--- config.mk ---
export PLATFORM = sky130hd
export DESIGN_NAME = smb_slave_decoder
export DESIGN_NICKNAME = d
export VERILOG_FILES = /design/src/rtl/smbd_pkg.sv /design/src/rtl/smbd_timeout.sv /design/src/rtl/smbd_msg_fsm.sv /design/src/rtl/smbd_regs.sv /design/src/rtl/smb_slave_decoder.sv
export SDC_FILE = /design/constraint.sdc
export NUM_CORES = 1
export LEC_CHECK = 0
export ABC_AREA = 1
export BUFFER_PORTS_ARGS = -buffer_cell sky130_fd_sc_hd__buf_2
export CAP_MARGIN = 40
export CORE_MARGIN = 1.5
export CORE_UTILIZATION = 41
export CTS_CLUSTER_DIAMETER = 80
export DETAILED_ROUTE_END_ITERATION = 6
export PLACE_DENSITY = 0.74
export SYNTH_ARGS = -nofsm -noshare
export SYNTH_HDL_FRONTEND = slang
export SYNTH_SLANG_ARGS = --single-unit
--- constraint.sdc ---
create_clock -name clk -period 1.5 [get_ports clk]
set_clock_uncertainty 0.2 [all_clocks]
set_input_delay 0.075 -clock clk [delete_from_list [all_inputs] [get_ports clk]]
set_output_delay 0.075 -clock clk [all_outputs]
set_load 0.01 [all_outputs]
--- src/rtl/smbd_pkg.sv ---
package smbd_pkg;
  typedef enum logic [2:0] {
    ST_IDLE,
    ST_ADDR,
    ST_WR,
    ST_RD,
    ST_IGN
  } smbd_state_e;

  localparam logic [6:0] SMBD_ADDR_RST = 7'h44;
endpackage

--- src/rtl/smbd_timeout.sv ---
module smbd_timeout #(
  parameter int TMO_CYC = 6250
) (
  input  logic clk,
  input  logic rst_n,
  input  logic busy,
  input  logic line_high,
  input  logic activity,
  output logic tmo
);
  localparam int CW = $clog2(TMO_CYC + 1);
  localparam logic [CW-1:0] LIM = CW'(TMO_CYC - 1);

  logic [CW-1:0] cnt;
  logic          en;

  assign en = busy && line_high && !activity;

  always_ff @(posedge clk or negedge rst_n) begin
    if (!rst_n) begin
      cnt <= '0;
      tmo <= 1'b0;
    end else begin
      tmo <= 1'b0;
      if (!en) begin
        cnt <= '0;
      end else if (cnt == LIM) begin
        cnt <= '0;
        tmo <= 1'b1;
      end else begin
        cnt <= cnt + 1'b1;
      end
    end
  end
endmodule

--- src/rtl/smbd_msg_fsm.sv ---
module smbd_msg_fsm
  import smbd_pkg::*;
(
  input  logic       clk,
  input  logic       rst_n,
  input  logic       start_i,
  input  logic       stop_i,
  input  logic       tmo_i,
  input  logic       byte_v,
  input  logic [7:0] byte_i,
  input  logic [6:0] own_addr,
  output logic       ack_v,
  output logic       ack_ok,
  output logic       wr_commit,
  output logic       hn_commit,
  output logic       rd_req,
  output logic       busy,
  output logic [7:0] b1_o,
  output logic [7:0] b2_o,
  output logic [7:0] b3_o
);
  smbd_state_e st;
  logic [1:0]  cnt;
  logic        rd_pend;
  logic        hit;

  assign hit  = (byte_i[7:1] == own_addr);
  assign busy = (st != ST_IDLE);

  always_ff @(posedge clk or negedge rst_n) begin
    if (!rst_n) begin
      st        <= ST_IDLE;
      cnt       <= '0;
      rd_pend   <= 1'b0;
      ack_v     <= 1'b0;
      ack_ok    <= 1'b0;
      wr_commit <= 1'b0;
      hn_commit <= 1'b0;
      rd_req    <= 1'b0;
      b1_o      <= '0;
      b2_o      <= '0;
      b3_o      <= '0;
    end else begin
      ack_v     <= 1'b0;
      ack_ok    <= 1'b0;
      wr_commit <= 1'b0;
      hn_commit <= 1'b0;
      rd_req    <= 1'b0;
      if (tmo_i) begin
        st      <= ST_IDLE;
        rd_pend <= 1'b0;
      end else if (stop_i) begin
        wr_commit <= (st == ST_WR) && (cnt == 2'd2);
        st        <= ST_IDLE;
        rd_pend   <= 1'b0;
      end else if (start_i) begin
        rd_pend <= (st == ST_WR) && (cnt == 2'd1);
        st      <= ST_ADDR;
      end else if (byte_v) begin
        ack_v <= 1'b1;
        case (st)
          ST_ADDR: begin
            rd_pend <= 1'b0;
            if (hit && !byte_i[0]) begin
              st     <= ST_WR;
              cnt    <= '0;
              ack_ok <= 1'b1;
            end else if (hit && rd_pend) begin
              st     <= ST_RD;
              rd_req <= 1'b1;
              ack_ok <= 1'b1;
            end else begin
              st <= ST_IGN;
            end
          end
          ST_WR: begin
            case (cnt)
              2'd0: begin b1_o <= byte_i; cnt <= 2'd1; ack_ok <= 1'b1; end
              2'd1: begin b2_o <= byte_i; cnt <= 2'd2; ack_ok <= 1'b1; end
              2'd2: begin
                b3_o      <= byte_i;
                cnt       <= 2'd3;
                ack_ok    <= 1'b1;
                hn_commit <= 1'b1;
              end
              default: st <= ST_IGN;
            endcase
          end
          default: ack_ok <= 1'b0;
        endcase
      end
    end
  end
endmodule

--- src/rtl/smbd_regs.sv ---
module smbd_regs
  import smbd_pkg::*;
#(
  parameter int NUM_DATA  = 4,
  parameter int NUM_STATE = 4
) (
  input  logic                   clk,
  input  logic                   rst_n,
  input  logic                   cfg_we,
  input  logic [6:0]             cfg_addr,
  input  logic                   wr_commit,
  input  logic                   hn_commit,
  input  logic                   rd_req,
  input  logic                   rd_ready,
  input  logic                   abort,
  input  logic [7:0]             b1,
  input  logic [7:0]             b2,
  input  logic [7:0]             b3,
  input  logic [8*NUM_STATE-1:0] state_bytes,
  input  logic [1:0]             sts_clr,
  output logic [6:0]             own_addr,
  output logic                   rd_valid,
  output logic [7:0]             rd_data,
  output logic [8*NUM_DATA-1:0]  recv_data,
  output logic [7:0]             notify_dev,
  output logic [7:0]             notify_lo,
  output logic [7:0]             notify_hi,
  output logic                   sts_notify,
  output logic                   sts_smi
);
  logic [7:0] sel_byte;

  always_comb begin
    sel_byte = 8'h00;
    for (int i = 0; i < NUM_STATE; i++) begin
      if (b1 == 8'(i)) sel_byte = state_bytes[i*8 +: 8];
    end
  end

  always_ff @(posedge clk or negedge rst_n) begin
    if (!rst_n) begin
      own_addr   <= SMBD_ADDR_RST;
      rd_valid   <= 1'b0;
      rd_data    <= '0;
      notify_dev <= '0;
      notify_lo  <= '0;
      notify_hi  <= '0;
      sts_notify <= 1'b0;
      sts_smi    <= 1'b0;
    end else begin
      if (cfg_we) own_addr <= cfg_addr;
      if (abort) begin
        rd_valid <= 1'b0;
      end else if (rd_req) begin
        rd_valid <= 1'b1;
        rd_data  <= sel_byte;
      end else if (rd_ready) begin
        rd_valid <= 1'b0;
      end
      if (hn_commit) begin
        notify_dev <= b1;
        notify_lo  <= b2;
        notify_hi  <= b3;
      end
      sts_notify <= (sts_notify & ~sts_clr[0]) | hn_commit;
      sts_smi    <= (sts_smi & ~sts_clr[1]) | wr_commit | rd_req;
    end
  end

  for (genvar g = 0; g < NUM_DATA; g++) begin : g_data
    always_ff @(posedge clk or negedge rst_n) begin
      if (!rst_n) begin
        recv_data[g*8 +: 8] <= '0;
      end else if (wr_commit && (b1 == 8'(g))) begin
        recv_data[g*8 +: 8] <= b2;
      end
    end
  end
endmodule

--- src/rtl/smb_slave_decoder.sv ---
module smb_slave_decoder #(
  parameter int NUM_DATA  = 4,
  parameter int NUM_STATE = 4,
  parameter int TMO_CYC   = 6250
) (
  input  logic                   clk,
  input  logic                   rst_n,
  input  logic                   cfg_we,
  input  logic [6:0]             cfg_addr,
  output logic [6:0]             slv_addr,
  input  logic                   bus_start,
  input  logic                   bus_stop,
  input  logic                   bus_edge,
  input  logic                   line_high,
  input  logic                   rx_valid,
  input  logic [7:0]             rx_data,
  output logic                   rx_ready,
  output logic                   ack_valid,
  output logic                   ack_ok,
  output logic                   rd_valid,
  output logic [7:0]             rd_data,
  input  logic                   rd_ready,
  input  logic [8*NUM_STATE-1:0] state_bytes,
  input  logic [1:0]             sts_clr,
  output logic                   sts_notify,
  output logic                   sts_smi,
  output logic [8*NUM_DATA-1:0]  recv_data,
  output logic [7:0]             notify_dev,
  output logic [7:0]             notify_lo,
  output logic [7:0]             notify_hi
);
  logic       tmo, busy, wr_commit, hn_commit, rd_req, activity;
  logic [7:0] b1, b2, b3;

  assign rx_ready = 1'b1;
  assign activity = bus_edge | bus_start | bus_stop | rx_valid;

  smbd_timeout #(.TMO_CYC(TMO_CYC)) u_tmo (
    .clk(clk), .rst_n(rst_n), .busy(busy), .line_high(line_high),
    .activity(activity), .tmo(tmo)
  );

  smbd_msg_fsm u_fsm (
    .clk(clk), .rst_n(rst_n), .start_i(bus_start), .stop_i(bus_stop),
    .tmo_i(tmo), .byte_v(rx_valid), .byte_i(rx_data), .own_addr(slv_addr),
    .ack_v(ack_valid), .ack_ok(ack_ok), .wr_commit(wr_commit),
    .hn_commit(hn_commit), .rd_req(rd_req), .busy(busy),
    .b1_o(b1), .b2_o(b2), .b3_o(b3)
  );

  smbd_regs #(.NUM_DATA(NUM_DATA), .NUM_STATE(NUM_STATE)) u_regs (
    .clk(clk), .rst_n(rst_n), .cfg_we(cfg_we), .cfg_addr(cfg_addr),
    .wr_commit(wr_commit), .hn_commit(hn_commit), .rd_req(rd_req),
    .rd_ready(rd_ready), .abort(bus_start | bus_stop | tmo),
    .b1(b1), .b2(b2), .b3(b3), .state_bytes(state_bytes), .sts_clr(sts_clr),
    .own_addr(slv_addr), .rd_valid(rd_valid), .rd_data(rd_data),
    .recv_data(recv_data), .notify_dev(notify_dev), .notify_lo(notify_lo),
    .notify_hi(notify_hi), .sts_notify(sts_notify), .sts_smi(sts_smi)
  );
endmodule

==> After elaboration in Yosys (flattened, before gate mapping) <==
Cells that the tools add are included.
{ "op_classes": {"addsub": 1, "eq_ne": 12, "bitwise": 16, "n_mux": 53, "n_reduce_logical": 28} }
{ "op_table": {"columns": ["operator", "count"], "rows": [
  ["1-bit two-way mux", 35],
  ["8-bit two-way mux", 4],
  ["13-bit two-way mux", 2],
  ["3-bit two-way mux", 7],
  ["6-bit AND reduction", 3],
  ["8-bit by 2-bit == test with 1-bit output, second input constant", 2],
  ["13-bit by 1-bit adder with 13-bit output, second input constant", 1],
  ["13-bit == test, second input constant", 1],
  ["1-bit logical AND", 10],
  ["8-bit by 1-bit == test with 1-bit output, second input constant", 1],
  ["8-bit zero test", 1],
  ["1-bit bitwise OR", 8],
  ["4-bit nonzero test", 2],
  ["7-bit == test", 1],
  ["7-bit AND reduction", 1],
  ["1-bit NOT", 6],
  ["2-bit one-hot mux with 3 select lines", 1],
  ["3-bit one-hot mux with 2 select lines", 1],
  ["3-bit nonzero test", 2],
  ["5-bit inequality test, second input constant", 1],
  ["5-bit nonzero test", 1],
  ["4-bit inequality test, second input constant", 1],
  ["2-bit one-hot mux with 2 select lines", 1],
  ["2-bit AND reduction", 2],
  ["13 further kinds", 15]
]} }
{ "totals": {"inputBits": 58, "elab_cells": 135, "output_inout_bits": 77, "regBits": 123} }

==> Depth between registers and ports, before layout <==
{ "logic_depth": {"depth_word": 9, "mapped_depth": 11, "mapped_depth_nobuf": 11} }

==> By module <==
A second synthesis with hierarchy kept.
{ "hier_totals": {"hier_cells": 624, "area_unflattened_um2": 5691.7} }
{ "modules_own_cells": {"columns": ["module", "cells_each", "area_per_inst_um2", "seq_area_each_um2", "instances"], "rows": [
  ["smbd_regs", 320, 3129.3, 1854.3, 1],
  ["smbd_msg_fsm", 198, 1739.2, 875.8, 1],
  ["smbd_timeout", 99, 790.8, 350.3, 1],
  ["smb_slave_decoder", 7, 32.5, 0.0, 1]
]} }

==> Worst setup path before layout <==
No wires, ideal clock.
{ "synth_path": {"path_type": "register to register", "startpoint": "register u_tmo.tmo", "endpoint": "register u_fsm.b2_o[0]", "synth_period_minus_slack_ns": 1.586, "path_slack_ns": -0.086, "n_path_buf": 1, "t_required_ns": 1.172, "setup_time_ns": 0.128, "stages_incl_launch_ff": 10, "arrival_ns": 1.257, "path_cell_list": "dfrtp_1 -> nor2_2 -> inv_2 -> nor2_4 -> inv_4 -> nor2_8 -> inv_6 -> nor2_8 -> buf_8 -> o21ai_0"} }
{ "synth_via": {"elab_chain_cells": 2} }
{ "synth_rtl": {"columns": ["element", "line", "rtl"], "rows": [
  ["start, declared", "smbd_timeout.sv:9", "output logic tmo"],
  ["start signal, assigned", "smbd_timeout.sv:22", "tmo <= 1'b0;"],
  ["start signal, assigned", "smbd_timeout.sv:24", "tmo <= 1'b0;"],
  ["start signal, assigned", "smbd_timeout.sv:29", "tmo <= 1'b1;"],
  ["1-bit NOT (no source line)", null, null],
  ["6-bit AND reduction (no source line)", null, null],
  ["end signal, assigned", "smbd_msg_fsm.sv:41", "b2_o <= '0;"],
  ["end signal, assigned", "smbd_msg_fsm.sv:79", "2'd1: begin b2_o <= byte_i; cnt <= 2'd2; ack_ok <= 1'b1; end"],
  ["end, declared", "smbd_msg_fsm.sv:19", "output logic [7:0] b2_o,"]
]} }
Every way passes these cells.
A chain may end at the register's enable or synchronous reset.

==> Worst setup path in the final report <==
{ "layout_path": {"startpoint": "register u_tmo.tmo", "endpoint": "register u_fsm.cnt[0]"} }
{ "layout_via": {"elab_chain_cells": 2} }
{ "layout_rtl": {"columns": ["element", "line", "rtl"], "rows": [
  ["1-bit NOT (no source line)", null, null],
  ["7-bit AND reduction (no source line)", null, null],
  ["end signal, assigned", "smbd_msg_fsm.sv:33", "cnt <= '0;"],
  ["end signal, assigned", "smbd_msg_fsm.sv:66", "cnt <= '0;"],
  ["end signal, assigned", "smbd_msg_fsm.sv:78", "2'd0: begin b1_o <= byte_i; cnt <= 2'd1; ack_ok <= 1'b1; end"],
  ["end, declared", "smbd_msg_fsm.sv:23", "logic [1:0] cnt;"]
]} }
Every way passes these cells.

==> flow_summary.toml <==
[sta]
tns_ns = -7.51
finalHoldViolCount = 3
drv_slew = 0
rsz0062_at_grt = "true"
period_share = 1.16
worst_hold_slack_ns = -0.0721
fmax_mhz = 575
setup_slack_ns = -0.239
setup_viol = 82
min_period_ns = 1.74

[global_route]
antenna_found_initial = 0
grt.busiest_layer = "met2"
use_met2 = 0.418
grt_pass1_wl_um = 25700
grt_max_degree = 39
use_met3 = 0.0546
gr-usage-met1 = 0.271
track_usage = 0.233
grt-ovfl-total = 0
grt_pass1_vias = 5219

[die]
initial_utilization = 0.419
core_um2 = 13200
row_count = 42
die_h_um = 119
design.die.area_um2 = 14300
fp.dieW_um = 119
io_pins = 135

[pwr]
clockPowerShare = 0.494
power_switching_mw = 1.87
p_seq_frac = 0.421
powerDensity_nw_per_um2 = 915
combPwrFrac = 0.085
power_mw = 8.16
p_leak_nw = 4.62
swShare = 0.229
peakVddDrop_uv = 969
p_int_mw = 6.28

[cells_and_area]
stdcell_count = 1080
final_core_util = 0.673
drive_above_1_share = 0.455
finalInstanceArea_um2 = 8920
n_fill_cell = 1005
nets = 956
multi_input_area_um2 = 2770
regArea_um2 = 3080
area_delta_synth_final_pct = 60.6
antenna_cells = 0

[place]
place_inst = 953
post-place-ws_ns = -0.164
gp_congestion = 0.805
numPortBuffers = 133
placed_area_um2 = 6760
detailed_place_hpwl_um = 9700

[routing]
viasPerCell = 4.98
avgRoutedWirePerCell_um = 15.8
vias = 5382
drt_iter0_drc = 401
wl_um = 17100
ant_nets = 0
drcViolationCount = 0
first_pass_iters = 6

[synthesis]
yosysTopAreaCell = "dfrtp_1"
netlist.area_leader.share = 0.545
ys_types = 43
ys_warn_count = 0
syn_avg_cell_area_um2 = 9.03
netlist_area_um2 = 5550
syn-instance-count = 615
synth_common_cells = "nand2_1, dfrtp_1, nor2_1, inv_1, o21ai_0"
async_flop_share = 1.00
synthesis.nets = 679
synthMostInstantiatedCell = "nand2_1"
synth_edf_count = 0
synth-seq-area-share = 0.555
ys_ff_latch = 123
synthTopCellsByArea = "dfrtp_1, nand2_1, nor2_1"
synthFlopType = "dfrtp_1"

[cts]
clock_sinks = 123
clk_pin_slew_ns = 0.06
cts_tree = "done"
cts_inserted_buffers = 17
cts_buffer_depth = 2
clk_latency_ns = 0.42
clock-root-buffer = "clkbuf_16"
htree_num_levels = 4

[setup_path]
worstSetupPathType = "flop to flop"
critPathRequiredTime_ns = 1.60
worstRegToRegCells = 10
worstPathArrival_ns = 1.84
endpoint_kind = "flop"
start_kind = "flop"
cp_max_fo = 3

[run_status]
violations = "negative hold slack, negative setup slack"
status = "complete, but fails checks"

[hold_path]
hold_path_class = "primary input to flop"
whs_path_depth = 5

[job]
cap_viol_max_count = 0
-- power by group through the flow --
stage	Combinational (mW)	Clock, mW	Sequential (mW)
after detailed placement	0.505	0	3.49
after global routing	0.767	4.23	3.44
final	0.696	4.03	3.43
after CTS	0.655	4.08	3.43
after global placement	0.500	0	3.49
after floorplan	0.175	0	3.50
-- cells in the final DEF (no fill, tap or decap), types with 19 or more instances in the layout --
cell,n
o21ai_0,19
a21oi_1,21
buf_2,131
o21ai_2,28
nand2_2,30
buf_4,49
nor2_1,49
dlygate4sd3_1,64
dfrtp_1,118
inv_1,44
nand2_1,123
o21ai_1,21
-- layout make-up --
class / count / share of cell area
clock buffer: 21 / 0.0528
tap: 176 / 0.0247
clock inverter: 10 / 0.0131
multi-input combinational: 420 / 0.310
sequential: 123 / 0.346
inverter: 62 / 0.0292
timing repair buffer: 268 / 0.224
-- routing by layer --
layer	routed length [um]	vias to the layer above	part of all wire
met1	6740	2605	0.39
met5	0	-	0
li1	-	2549	-
met3	733	43	0.043
met2	9180	185	0.54
met4	461	0	0.027
-- sequential cells by signal (all words and copies together), names as in the netlist, 2 cells and up --
signal / count
u_fsm.b3_o: 8
u_regs.notify_hi: 8
u_regs.rd_data: 8
u_fsm.st: 3
u_fsm.b2_o: 8
u_regs.recv_data: 32
u_regs.notify_lo: 8
u_regs.notify_dev: 8
u_regs.own_addr: 7
u_tmo.cnt: 13
u_fsm.cnt: 2
u_fsm.b1_o: 8
-- cells by family (layout without fill, tap and decap cells) --
| kind of cell | after synthesis | in the layout | synth area share |
|---|---|---|---|
| AND/OR/NAND/NOR | 290 | 296 | 0.234 |
| flip-flops | 123 | 123 | 0.555 |
| AO/OA/AOI/OAI | 102 | 102 | 0.104 |
| buffers and inverters | 78 | 361 | 0.0656 |
| multiplexers | 8 | 8 | 0.0162 |
| XOR/XNOR | 7 | 7 | 0.0110 |
| adder cells (fa/ha/maj) | 6 | 6 | 0.0135 |
| other | 1 | 1 | 0.000675 |
-- final timing paths --
kind / from / endpoint / slack [ns]
max: u_tmo.tmo$_DFF_PN0_ / u_fsm.cnt[0]$_DFFE_PN0P_ / -0.24
min reg2reg: u_regs.rd_data[5]$_DFFE_PN0P_ / u_regs.rd_data[5]$_DFFE_PN0P_ / 0.27
min: bus_stop / u_fsm.st[0]$_DFFE_PN0P_ / -0.07
min in group asynchronous: rst_n / u_fsm.b2_o[1]$_DFFE_PN0P_ / 0.46
max reg2reg: u_tmo.tmo$_DFF_PN0_ / u_fsm.cnt[0]$_DFFE_PN0P_ / -0.24
max in group asynchronous: rst_n / u_regs.own_addr[2]$_DFFE_PN1P_ / 0.09
-- worst max-delay path: stages (launching register included) --
cell	delay (ns)
dfrtp_1	0.39
nor2_2	0.12
inv_2	0.07
nor2_4	0.15
inv_4	0.06
nor2_8	0.13
nand2_2	0.08
a21oi_4	0.16
nand2_2	0.09
nand2_1	0.09
nand2_1	0.07
-- timing repair --
item / CTS / global route
endpoints found under the hold margin: 185 / 4
pin swaps: 18 / 32
resized for setup: 62 / 138
hold buffers: 63 / 1
setup endpoints to repair: 66 / 107
setup buffers: 12 / 15
gates cloned: 2 / 6
No activity file was read; power rests on OpenSTA's default activity.
